File: src/rtl/chan_ioreg_pkg.sv
package chan_ioreg_pkg;
  localparam int DATA_W   = 16;
  localparam int BYTE_W   = 8;
  localparam int SEL_W    = 4;
  localparam int CHAN_W   = 5;
  localparam int OPCODE_W = 4;

  typedef enum logic [OPCODE_W-1:0] {
    OPC_OUT  = 4'd0,
    OPC_LOAD = 4'd1,
    OPC_MRG  = 4'd2,
    OPC_SETC = 4'd3,
    OPC_CLRC = 4'd4,
    OPC_CAPT = 4'd5,
    OPC_CLRF = 4'd6,
    OPC_SKLO = 4'd7,
    OPC_SKHI = 4'd8
  } opc_e;
endpackage

File: src/rtl/chan_ioreg_decode.sv
module chan_ioreg_decode
  import chan_ioreg_pkg::*;
#(
  parameter int DW  = DATA_W,
  parameter int BW  = BYTE_W,
  parameter int SW  = SEL_W,
  parameter int CW  = CHAN_W,
  parameter int OCW = OPCODE_W
) (
  input  logic           clk,
  input  logic           rst_n,
  input  logic [OCW-1:0] op_code,
  input  logic [CW-1:0]  op_chan,
  input  logic           op_hold_clr,
  input  logic [DW-1:0]  acc,
  input  logic [DW-1:0]  in_bus,
  input  logic [DW-1:0]  ior,
  input  logic           lvl_n,
  output logic [DW-1:0]  acc_nxt,
  output logic           skip,
  output logic           ior_we,
  output logic [DW-1:0]  ior_nxt,
  output logic           lvl_set,
  output logic           lvl_clr,
  output logic           strobe
);
  localparam int CAPW = DW - SW;
  localparam int HIW  = DW - BW;

  logic is_ch0, is_ch1;
  logic [DW-1:0] low_byte;
  logic [DW-1:0] merged0;
  logic unused_bits;

  assign is_ch0 = (op_chan == CW'(0));
  assign is_ch1 = (op_chan == CW'(1));
  assign low_byte = {{HIW{1'b0}}, ior[BW-1:0]};
  assign merged0  = acc | low_byte;
  assign unused_bits = ^{op_hold_clr, in_bus[DW-1:CAPW]};

  function automatic logic [DW-1:0] swap_rot(input logic [DW-1:0] v);
    return {v[BW-1:0], v[DW-1:BW]};
  endfunction

  always_comb begin
    acc_nxt = acc;
    skip    = 1'b0;
    ior_we  = 1'b0;
    ior_nxt = ior;
    lvl_set = 1'b0;
    lvl_clr = 1'b0;
    strobe  = 1'b0;
    case (op_code)
      OPC_OUT: begin
        if (is_ch1) begin
          ior_we  = 1'b1;
          ior_nxt = acc;
        end else if (is_ch0) begin
          ior_we  = 1'b1;
          ior_nxt = {ior[DW-1:BW], acc[BW-1:0]};
          acc_nxt = swap_rot(acc);
          strobe  = 1'b1;
        end
      end
      OPC_LOAD: begin
        if (is_ch1) begin
          acc_nxt = ior;
        end else if (is_ch0) begin
          acc_nxt = {ior[BW-1:0], acc[HIW-1:0]};
          strobe  = 1'b1;
        end
      end
      OPC_MRG: begin
        if (is_ch1) begin
          acc_nxt = acc | ior;
        end else if (is_ch0) begin
          acc_nxt = swap_rot(merged0);
          strobe  = 1'b1;
        end
      end
      OPC_SETC: lvl_set = is_ch1;
      OPC_CLRF: lvl_clr = is_ch1;
      OPC_CAPT: begin
        if (is_ch1) begin
          ior_we  = 1'b1;
          ior_nxt = {ior[DW-1:CAPW], in_bus[CAPW-1:0]};
        end
      end
      OPC_SKLO: skip = is_ch1 && !lvl_n;
      OPC_SKHI: skip = is_ch1 && lvl_n;
      default: ;
    endcase
  end


  sel_code_keep_chk: assert property (@(posedge clk) disable iff (!rst_n)
    (ior_we && !(is_ch1 && op_code == OPC_OUT)) |-> (ior_nxt[DW-1:CAPW] == ior[DW-1:CAPW]));


  bad_chan_quiet_chk: assert property (@(posedge clk) disable iff (!rst_n)
    (!is_ch0 && !is_ch1) |-> (!ior_we && !skip && !strobe && !lvl_set && !lvl_clr && acc_nxt == acc));
endmodule

File: src/rtl/chan_ioreg_state.sv
module chan_ioreg_state
  import chan_ioreg_pkg::*;
#(
  parameter int DW = DATA_W
) (
  input  logic          clk,
  input  logic          rst_n,
  input  logic          ior_we,
  input  logic [DW-1:0] ior_nxt,
  input  logic          lvl_set,
  input  logic          lvl_clr,
  input  logic          strobe,
  output logic [DW-1:0] ior,
  output logic          lvl_n,
  output logic          ceo_n
);
  logic pulse;

  always_ff @(posedge clk or negedge rst_n) begin
    if (!rst_n) begin
      ior   <= '0;
      lvl_n <= 1'b1;
      pulse <= 1'b0;
    end else begin
      if (ior_we) ior <= ior_nxt;
      if (lvl_set)      lvl_n <= 1'b0;
      else if (lvl_clr) lvl_n <= 1'b1;
      pulse <= strobe;
    end
  end

  assign ceo_n = lvl_n & ~pulse;


  strobe_low_chk: assert property (@(posedge clk) disable iff (!rst_n)
    strobe |=> !ceo_n);


  strobe_ends_chk: assert property (@(posedge clk) disable iff (!rst_n)
    (!ceo_n && lvl_n && !strobe && !lvl_set) |=> ceo_n);


  level_hold_chk: assert property (@(posedge clk) disable iff (!rst_n)
    (!lvl_set && !lvl_clr) |=> (lvl_n == $past(lvl_n)));
endmodule

File: src/rtl/chan_ioreg_res_stage.sv
module chan_ioreg_res_stage
  import chan_ioreg_pkg::*;
#(
  parameter int DW = DATA_W
) (
  input  logic          clk,
  input  logic          rst_n,
  input  logic          in_valid,
  output logic          in_ready,
  input  logic [DW-1:0] in_acc,
  input  logic          in_skip,
  output logic          res_valid,
  input  logic          res_ready,
  output logic [DW-1:0] res_acc,
  output logic          res_skip
);
  logic fire;

  assign in_ready = !res_valid || res_ready;
  assign fire     = in_valid && in_ready;

  always_ff @(posedge clk or negedge rst_n) begin
    if (!rst_n) begin
      res_valid <= 1'b0;
      res_acc   <= '0;
      res_skip  <= 1'b0;
    end else if (fire) begin
      res_valid <= 1'b1;
      res_acc   <= in_acc;
      res_skip  <= in_skip;
    end else if (res_ready) begin
      res_valid <= 1'b0;
    end
  end


  res_hold_chk: assert property (@(posedge clk) disable iff (!rst_n)
    (res_valid && !res_ready) |=> (res_valid && $stable(res_acc) && $stable(res_skip)));


  res_drop_chk: assert property (@(posedge clk) disable iff (!rst_n)
    (res_ready && !in_valid) |=> !res_valid);
endmodule

File: src/rtl/chan_ioreg.sv
module chan_ioreg
  import chan_ioreg_pkg::*;
#(
  parameter int DW  = DATA_W,
  parameter int BW  = BYTE_W,
  parameter int SW  = SEL_W,
  parameter int CW  = CHAN_W,
  parameter int OCW = OPCODE_W
) (
  input  logic           clk,
  input  logic           rst_n,
  input  logic           op_valid,
  output logic           op_ready,
  input  logic [OCW-1:0] op_code,
  input  logic [CW-1:0]  op_chan,
  input  logic           op_hold_clr,
  input  logic [DW-1:0]  op_acc,
  input  logic [DW-1:0]  in_bus,
  output logic           res_valid,
  input  logic           res_ready,
  output logic [DW-1:0]  res_acc,
  output logic           res_skip,
  output logic [DW-1:0]  out_bus,
  output logic           ceo_n
);
  logic          fire;
  logic [DW-1:0] ior;
  logic          lvl_n;
  logic [DW-1:0] acc_nxt;
  logic          skip;
  logic          ior_we, lvl_set, lvl_clr, strobe;
  logic [DW-1:0] ior_nxt;

  assign fire    = op_valid && op_ready;
  assign out_bus = ior;

  chan_ioreg_decode #(.DW(DW), .BW(BW), .SW(SW), .CW(CW), .OCW(OCW)) i_decode (
    .clk(clk), .rst_n(rst_n),
    .op_code(op_code), .op_chan(op_chan), .op_hold_clr(op_hold_clr),
    .acc(op_acc), .in_bus(in_bus), .ior(ior), .lvl_n(lvl_n),
    .acc_nxt(acc_nxt), .skip(skip), .ior_we(ior_we), .ior_nxt(ior_nxt),
    .lvl_set(lvl_set), .lvl_clr(lvl_clr), .strobe(strobe)
  );

  chan_ioreg_state #(.DW(DW)) i_state (
    .clk(clk), .rst_n(rst_n),
    .ior_we(ior_we && fire), .ior_nxt(ior_nxt),
    .lvl_set(lvl_set && fire), .lvl_clr(lvl_clr && fire),
    .strobe(strobe && fire),
    .ior(ior), .lvl_n(lvl_n), .ceo_n(ceo_n)
  );

  chan_ioreg_res_stage #(.DW(DW)) i_res (
    .clk(clk), .rst_n(rst_n),
    .in_valid(op_valid), .in_ready(op_ready),
    .in_acc(acc_nxt), .in_skip(skip),
    .res_valid(res_valid), .res_ready(res_ready),
    .res_acc(res_acc), .res_skip(res_skip)
  );


  word_out_chk: assert property (@(posedge clk) disable iff (!rst_n)
    (fire && op_chan == CW'(1) && op_code == OPC_OUT) |=> (out_bus == $past(op_acc)));


  bad_chan_bus_chk: assert property (@(posedge clk) disable iff (!rst_n)
    (fire && op_chan > CW'(1)) |=> $stable(out_bus));


  ready_rule_chk: assert property (@(posedge clk) disable iff (!rst_n)
    (res_valid && !res_ready) |-> !op_ready);
endmodule

File: config.mk
export PLATFORM = sky130hd
export DESIGN_NAME = chan_ioreg
export DESIGN_NICKNAME = d
export VERILOG_FILES = /design/src/rtl/chan_ioreg_pkg.sv /design/src/rtl/chan_ioreg_decode.sv /design/src/rtl/chan_ioreg_state.sv /design/src/rtl/chan_ioreg_res_stage.sv /design/src/rtl/chan_ioreg.sv
export SDC_FILE = /design/constraint.sdc
export NUM_CORES = 1
export LEC_CHECK = 0
export BUFFER_PORTS_ARGS = -buffer_cell sky130_fd_sc_hd__buf_4
export CAP_MARGIN = 5
export CORE_MARGIN = 8
export CORE_UTILIZATION = 50
export DETAILED_ROUTE_END_ITERATION = 10
export HOLD_SLACK_MARGIN = 0.02
export PLACE_DENSITY = 0.77
export RECOVER_POWER = 25
export SLEW_MARGIN = 20
export SYNTH_ARGS = -nofsm -noshare
export SYNTH_HDL_FRONTEND = slang
export SYNTH_HIERARCHICAL = 1
export SYNTH_SLANG_ARGS = --single-unit
File: constraint.sdc
create_clock -name clk -period 2.9 [get_ports clk]
set_clock_uncertainty 0.05 [all_clocks]
set_input_delay 0.435 -clock clk [delete_from_list [all_inputs] [get_ports clk]]
set_output_delay 0.435 -clock clk [all_outputs]
set_load 0.03 [all_outputs]
==> run summary, run 1 <==
The share of synthesized flip-flops with an asynchronous set or reset was 1.000. Setup violations remaining at the end of the flow were counted as 0. Setup repair after global routing left no endpoint under its margin. Dividing the detail-routed wire length by the instance count gives 20.96 um.

The tools report the relative max-transition margin as -0.2861. Synthesis produced 334 cells. The floorplan has 29 rows.

The number of antenna violations at the first check in global routing was 0. The checks that failed: capacitance limit, slew limit. The clock latency on the worst-skew pair is 0.28 ns. Summed over all failing endpoints, the final setup total negative slack is 0 ns.

In the post-synthesis netlist, the biggest area contributors are sky130_fd_sc_hd__dfrtp_1 26%, sky130_fd_sc_hd__mux2_4 9.0%, sky130_fd_sc_hd__mux2_2 5.7%. The total congestion overflow after global routing was 0; the highest ir drop seen on vdd was 0.2732 mV. The run gives 1.679 nW as the leakage power summed over all cells. STA classifies the critical path startpoint as an input pin.

The logs give 0.1979 for the global router's overall resource usage and 2 for the level count of the clock H-tree. TritonCTS built the clock tree. Dividing total power by cell area gives a power density of 361.5 nW/um2. The achievable frequency came out at 444.4 MHz. The final period utilization came out at 0.7759. The synthesized netlist occupies a cell area of 3331 um2. The number of global-route vias before repair was 3047; the number of stages on the worst hold path was 2.

The measured slew at the worst slew-check pin works out to 1.929 ns. The number of input and output port buffers inserted came out at 76. The root buffer selected by CTS was sky130_fd_sc_hd__clkbuf_8.

OpenSTA, run right after detailed placement, puts the worst setup slack at 0.3604 ns. Counting along the longest clock path gives a buffer depth of 2. Adder-cell share of the synthesized area: 0. The floorplan step defined a die boundary enclosing 9529 um2. For the length of the first detailed-routing pass in iterations, the log shows 4. The logs give 40 for the pin count of the biggest net entering global routing and 0.6499 ns for the post-route worst setup slack. The number of max-capacitance violations reported was 1; the portion of netlist area occupied by mux cells was 0.1987. The via density per instance is 6.643, and the area growth from synthesis to layout is 14.99%. The Yosys step of the flow raised 6 warnings. In this run the vertical extent of the chip is 97.62 um. For the number of hold buffers added after cts, the log shows 0. The tools report the end point of the most critical hold path as i_res/res_valid. The final layout contains routed wiring with a total length of 9.745 mm. In this run, post-CTS repair resized a total of 0 instances.

The count of pins over their slew limit is 37. In this run the critical register-to-register path is launched from i_state/ior[5]. Averaged over all synthesized cells, the footprint is 9.972 um2. 82 I/O pins were placed. The main flop type after synthesis was sky130_fd_sc_hd__dfrtp_1. Counting distinct cell types in the post-synthesis netlist gives 57. The post-synthesis compound-gate area fraction is 0.2239. The fraction of layout instances using a drive strength above 1 was 0.3969; the starting utilization of the core area was 0.5216. The worst hold path begins at op_valid. The detailed placer's ending HPWL is 7.018 mm. The synthesized design contains 0 enable-type register cells. The total vias in the final route was 3089.

The remaining number of nets flagged by the antenna check after routing was 0; the proportion of netlist area held by the largest area contributor was 0.2630. The number of antenna diodes in the final layout is 0. Counting every sink on the clock net gives 36.

The congestion estimate from routability-driven global placement came to 0.9111. The path type of the worst min-delay path is in -> reg. The minimum period implied by the final worst setup slack works out to 2.250 ns.

Data arrives at the worst endpoint at 2.37 ns. The first global-routing pass estimated 15.72 mm of wire. The xor/xnor cell area share of the yosys netlist works out to 0. The region available for standard cell placement spans 6386 um2.

The worst register-to-register path ends at i_res/res_acc[13]. The number of hold violations in the final report was 0. The worst setup path category is in -> reg. Along the worst path, the maximum fanout reaches 29. Buffers inserted during clock tree synthesis total 5. The area share of and/or/nand/nor cells after synthesis works out to 0.1991. After synthesis, the largest family of logic cells by area is compound AO/OA/AOI/OAI gates. After detailed routing, the number of remaining DRC violations is 0. The die is 97.62 um wide.

The run finished, with violations left. The net count of the finished layout is 433. The post-synth net total is 380.

The biggest area consumer among synthesized cells was sky130_fd_sc_hd__dfrtp_1. STA puts the critical path data required time at 3.02 ns. Post-CTS timing repair inserted 0 buffers for setup.

The number of synthesized register bits is 36. Across all register-to-register paths, the minimum setup slack is 1.21 ns. The run gives 337 as the count of routing violations after the opening detailed-route iteration. STA classifies the critical path endpoint as a flop. After clock tree synthesis, the clock-pin slew on the worst setup and hold paths is 0.07 ns. Worst reg-to-reg path cell count: 4.

The part of the Yosys area used for sequential elements was 0.2708.
[how the worst max path moves through the flow]
stage                     startpoint         endpoint  slack [ns]  cells after the start
after floorplan           op_chan[4]  i_state/ior[10]        0.65                      8
after global placement    op_chan[4]   i_state/ior[0]        0.38                      6
after CTS                 op_chan[4]   i_state/ior[0]        0.66                      6
final                     op_chan[4]  i_state/ior[11]        0.65                      6
after detailed placement  op_chan[4]   i_state/ior[0]        0.36                      6
after global routing      op_chan[4]   i_state/ior[0]        0.58                      6
[logic make-up after synthesis]
kind of cell	after synthesis
buffers and inverters	42
multiplexers	54
AO/OA/AOI/OAI	102
AND/OR/NAND/NOR	100
flip-flops	36
[where the power goes]
part           switching, mW  internal [mW]  total (mW)
Sequential            0.0235          0.542       0.566
Combinational          0.252          0.193       0.445
Clock                  0.180          0.194       0.374
Total                  0.455          0.930        1.38
[cell type report]
cell class	count	area, um2
inverter	2	7.507
timing repair buffer	86	654.4
fill	580	2556
sequential	36	902.1
clock buffer	8	90.09
tap	77	96.34
multi-input combinational	256	2079
[cells in the mapped netlist (all sizes together) (2+ instances only)]
master,number
mux2,37
nand2,7
nor2,19
a211oi,8
mux2i,17
or3,10
and3,4
nor3,19
o21ai,12
clkbuf,7
buf,24
nand2b,2
a221o,8
o211a,8
o311ai,8
a21oi,11
nor3b,8
clkdlybuf4s50,8
o22ai,8
nand3,10
a22oi,12
dfrtp,35
inv,2
a22o,8
a31oi,16
nor4,12
[layout by cell type (no fill, tap or decap), types with 5 or more instances in the layout]
| cell type | count |
|---|---|
| sky130_fd_sc_hd__o21ai_0 | 12 |
| sky130_fd_sc_hd__clkbuf_8 | 6 |
| sky130_fd_sc_hd__nand2_1 | 5 |
| sky130_fd_sc_hd__dfrtp_1 | 35 |
| sky130_fd_sc_hd__nor3_2 | 9 |
| sky130_fd_sc_hd__buf_4 | 84 |
| sky130_fd_sc_hd__o211a_1 | 8 |
| sky130_fd_sc_hd__a21oi_1 | 10 |
| sky130_fd_sc_hd__nor2_1 | 18 |
| sky130_fd_sc_hd__nor4_1 | 9 |
| sky130_fd_sc_hd__a22oi_1 | 12 |
| sky130_fd_sc_hd__or3_1 | 7 |
| sky130_fd_sc_hd__nor3_1 | 10 |
| sky130_fd_sc_hd__nand3_1 | 10 |
| sky130_fd_sc_hd__mux2_2 | 17 |
| sky130_fd_sc_hd__a221o_1 | 8 |
| sky130_fd_sc_hd__a22o_1 | 8 |
| sky130_fd_sc_hd__a31oi_1 | 16 |
| sky130_fd_sc_hd__mux2i_1 | 17 |
| sky130_fd_sc_hd__mux2_4 | 20 |
| sky130_fd_sc_hd__nor3b_1 | 8 |
| sky130_fd_sc_hd__a211oi_1 | 8 |
| sky130_fd_sc_hd__o311ai_0 | 8 |
| sky130_fd_sc_hd__o22ai_1 | 8 |
[critical path, stage by stage]
cell	delay [ns]
sky130_fd_sc_hd__buf_4	0.12
sky130_fd_sc_hd__or4_4	0.75
sky130_fd_sc_hd__nor2_1	0.18
sky130_fd_sc_hd__and3_1	0.34
sky130_fd_sc_hd__buf_12	0.20
sky130_fd_sc_hd__mux2_2	0.33
[layer usage]
metal	wire (um)	vias to the layer above	track usage	share of wire
li1	-	1414	-	-
met5	0	-	0	0
met2	4703	168	0.3151	0.48
met1	4002	1490	0.2499	0.41
met4	232	0	0.08625	0.024
met3	807	17	0.04267	0.083
[registers in the layout, summed over array words and instances, names as in the netlist]
register         count
i_res/res_skip       1
i_res/res_acc       16
i_state/lvl_n        1
i_state/pulse        1
i_state/ior         16
i_res/res_valid      1
[metrics by stage]
step | hold slack [ns] | instances | total power [mW] | cell area, um2 | util
after global placement | 0.3656 | 457 | 1.013 | 3744 | 0.5862
after CTS | 0.06108 | 465 | 1.397 | 3834 | 0.6003
after floorplan | 0.08941 | 334 | 0.8741 | 3331 | -
final | 0.3393 | 465 | 1.385 | 3830 | 0.5997
after detailed placement | 0.3729 | 457 | 1.024 | 3744 | 0.5862
after global routing | 0.3310 | 465 | 1.445 | 3830 | 0.5997
Note: power is estimated with default switching activity, not from simulation.
==> run 2: changes to the inputs <==
- ABC_AREA: default -> 1
- clock period: 2.9 -> 2.1 ns (I/O delays scaled with it)
==> run summary, run 2 <==
Traced cell by cell, the critical path runs through buf_4, nor2_4, nand2_4, nor2_4, inv_2, o22ai_1, inv_1, nor2_1, buf_12, inv_6, nand2_1, nand2_1. For this run, the slowest stage of the critical path takes 0.23 ns. The number of stages on the worst hold path is 5. Clock input transition at the sequential cells of the worst setup and hold paths: 0.09 ns. After global routing the overflow that remains totals 0. For the post-route standard cell area excluding fillers, the log shows 4038 um2. The run gives 2.067 nW as the leakage power summed over all cells. The number of global-route vias before repair was 3554. The top cell family by delay on the critical path is simple AND/OR/NAND/NOR gates. In this run the vertical extent of the chip is 97.19 um.

The worst register-to-register path has a depth of 7. The first-pass GRT wire length is 17.52 mm. In the post-synthesis netlist, the cell with the most instances is sky130_fd_sc_hd__nand2_1. On the critical path, the stage with the largest delay is an instance of sky130_fd_sc_hd__nor2_1. By count the netlist is led by 220 x sky130_fd_sc_hd__nand2_1, 73 x sky130_fd_sc_hd__nand3_1, 53 x sky130_fd_sc_hd__nor2_1, 43 x sky130_fd_sc_hd__inv_1, 35 x sky130_fd_sc_hd__dfrtp_1.

The detailed placer's ending HPWL came out at 7.749 mm. For the starting utilization of the core area, the log shows 0.5190. The largest registers in the layout are i_res/res_acc: 16 flops, i_state/ior: 16 flops. In the synthesized netlist, the number of instances is 550. The worst setup path category is in -> reg.

The completed layout was analyzed and its total power is 1.898 mW. Averaged over all synthesized cells, the footprint is 5.992 um2. For this design the ratio of total power to cell area is 470.0 nW/um2. In the layout the commonest cells are 220 x sky130_fd_sc_hd__nand2_1, 93 x sky130_fd_sc_hd__buf_4, 73 x sky130_fd_sc_hd__nand3_1.

For the pin with the worst max-slew slack, the measured transition is 0.9581 ns. Final hold analysis gives a worst-case slack of 0.2933 ns. Setup violations remaining at the end of the flow were counted as 0. The die covers 9445 um2. The number of nets in the synthesized netlist is 596. The final-layout fill cell count is 640.

The tools report the nature of the critical path startpoint as an input pin. After detailed routing, the average wire length per cell comes to 14.90 um. For this run, the top clock speed supported by timing is 602.4 MHz. The proportion of netlist area held by the largest area contributor came out at 0.2658. For hold timing, the worst endpoint is i_state/ior[7].

The mapped netlist covers 3296 um2. The arrival time at the worst endpoint was 1.79 ns; the pin count of the biggest net entering global routing was 37. The tools report the capturing element type of the critical path as a flop.

The finished layout holds 706 standard cells, fillers aside. The final period utilization was 0.7905. The maximum net fanout on the critical path is 16. The root buffer cell chosen for the clock tree is sky130_fd_sc_hd__clkbuf_8. The total placed instance area is 3930 um2, and the remaining number of nets flagged by the antenna check after routing is 0. The number of buffer and inverter stages on the critical path is 5, and the highest ir drop seen on vdd is 0.3448 mV.

In the final layout, flip-flops and latches occupy 902.1 um2. The number of sinks driven by the clock tree is 36. The number of antenna violations at the first check in global routing is 0, and the level count of the clock H-tree is 2. The part of the Yosys area used for sequential elements was 0.2737. The beginning of the worst hold path is in_bus[7]. The warning count from the yosys run came out at 6. The tool flagged a number of max-cap violations equal to 0.

Yosys attributes the largest share of cell area to sky130_fd_sc_hd__dfrtp_1 27%, sky130_fd_sc_hd__nand2_1 25%, sky130_fd_sc_hd__nand3_1 11%. Number of hold violations in the final report: 0. The count of pins over their slew limit came out at 0. Critical register-to-register path endpoint: i_state/ior[14]. The number of enable flip-flop cells after synthesis was 0; the area growth from synthesis to layout was 22.51%. The share of synthesized flip-flops with an asynchronous set or reset was 1.000.

The area of combinational cells with multiple inputs came out at 1973 um2. For the relative max-transition margin, the log shows 0.3613. TritonCTS built the clock tree. In this run, the number of DRC markers left after iteration 0 of detailed routing was 248.

The routability congestion estimate was 0.9449; the aggregate negative setup slack was 0 ns. Total placed cells including tap cells: 697. The biggest area contributor in the post-synthesis netlist is sky130_fd_sc_hd__dfrtp_1. 0 antenna diodes ended up in the layout. Buffers placed on the I/O ports in this run total 76.

Pin placement for this block handled 82 I/O pins. After the last flow step, the layout net total stands at 674. After floorplanning, the core was divided into 29 placement rows. No sink is reached through more buffers than the 2 on the longest clock path. The worst hold path belongs to the class in -> reg. The width of the die was 97.19 um. Leaving out fill and tap cells, the most frequent cell in the layout is sky130_fd_sc_hd__nand2_1.

The tools report the core footprint as 6350 um2. The global router's overall resource usage came out at 0.2200. For this run, design rule violations remaining after detail routing come to 0.

In this run, distinct cell masters in the synthesized netlist total 27. After synthesis the netlist holds a flip-flop and latch count of 36. The tools report the clock latency on the worst-skew pair as 0.29 ns. The routed layout has 3871 vias. For the data required time of the critical path, the log shows 2.23 ns. The run finished with clean final reports. The minimum period implied by the final worst setup slack came out at 1.660 ns.

Wires add up to 10.52 mm. The number of CTS-inserted buffers was 5. Setup repair after global routing left no endpoint under its margin.

The fraction of layout instances using a drive strength above 1 is 0.2083, and the via density per instance is 5.483. Main flop type after synthesis: sky130_fd_sc_hd__dfrtp_1. In this run the critical register-to-register path is launched from i_res/res_valid.

In this run the register-to-register setup slack is 0.73 ns. The pre-antenna-repair detailed-routing pass consisted of 5 iterations.
-- run 2: final cells by class --
class / instances / area share
Clock buffer: 8 / 0.02479
Multi-Input combinational cell: 437 / 0.4887
Tap cell: 77 / 0.02386
Timing Repair Buffer: 98 / 0.1915
Sequential cell: 36 / 0.2234
Inverter: 50 / 0.04772
-- run 2: worst register-to-register path: stages (launching register included) --
cell and delay, ns:
sky130_fd_sc_hd__dfrtp_1 0.39, sky130_fd_sc_hd__nand2_2 0.09, sky130_fd_sc_hd__nand2_2 0.08, sky130_fd_sc_hd__nor2_1 0.23, sky130_fd_sc_hd__buf_12 0.20, sky130_fd_sc_hd__inv_6 0.09
sky130_fd_sc_hd__nand2_1 0.07, sky130_fd_sc_hd__nand2_1 0.07
-- run 2: per-stage QoR --
stage / util / setup slack [ns]
floorplan: - / 0.2452
global placement: 0.6189 / 0.1823
detailed placement: 0.6189 / 0.1432
CTS: 0.6363 / 0.4484
global route: 0.6359 / 0.3165
finish: 0.6359 / 0.4400
-- run 2: worst max path at each step --
| stage | startpoint | end | cells past startpoint |
|---|---|---|---|
| floorplan | op_chan[4] | i_state/ior[2] | 13 |
| global placement | op_chan[4] | i_state/ior[2] | 12 |
| detailed placement | op_chan[4] | i_state/ior[14] | 12 |
| CTS | op_chan[4] | i_state/ior[14] | 12 |
| global route | op_chan[4] | i_state/ior[4] | 12 |
| finish | op_chan[4] | i_state/ior[14] | 12 |
-- run 2: cell families (layout without fill, tap and decap cells) --
kind of cell    Yosys count  in the layout  share of synthesized area
buf+inv                  77            156                     0.1276
compound gates           44             44                    0.07251
simple gates            393            393                     0.5262
flops                    36             36                     0.2737
-- run 2: where the power goes --
group	internal, mW	leakage [nW]	switching (mW)	total (mW)
Sequential	0.744	0.472	0.0282	0.772
Clock	0.300	0.0515	0.262	0.562
Combinational	0.206	1.54	0.358	0.564
Total	1.25	2.07	0.648	1.90
-- run 2: routing by layer --
layer  track usage  routed length (um)  part of all wire
met1        0.2992                4791              0.46
met2        0.3438                4768              0.45
met3       0.03912                 853             0.081
met4       0.06627                 105             0.010
met5             0                   0                 0
-- run 2: repair_timing --
| item | in CTS | in global routing |
|---|---|---|
| endpoints found under the hold margin | 35 | 0 |
| hold buffers | 1 | 0 |
| gates resized for setup | 0 | 0 |
| buffers inserted | 0 | 0 |
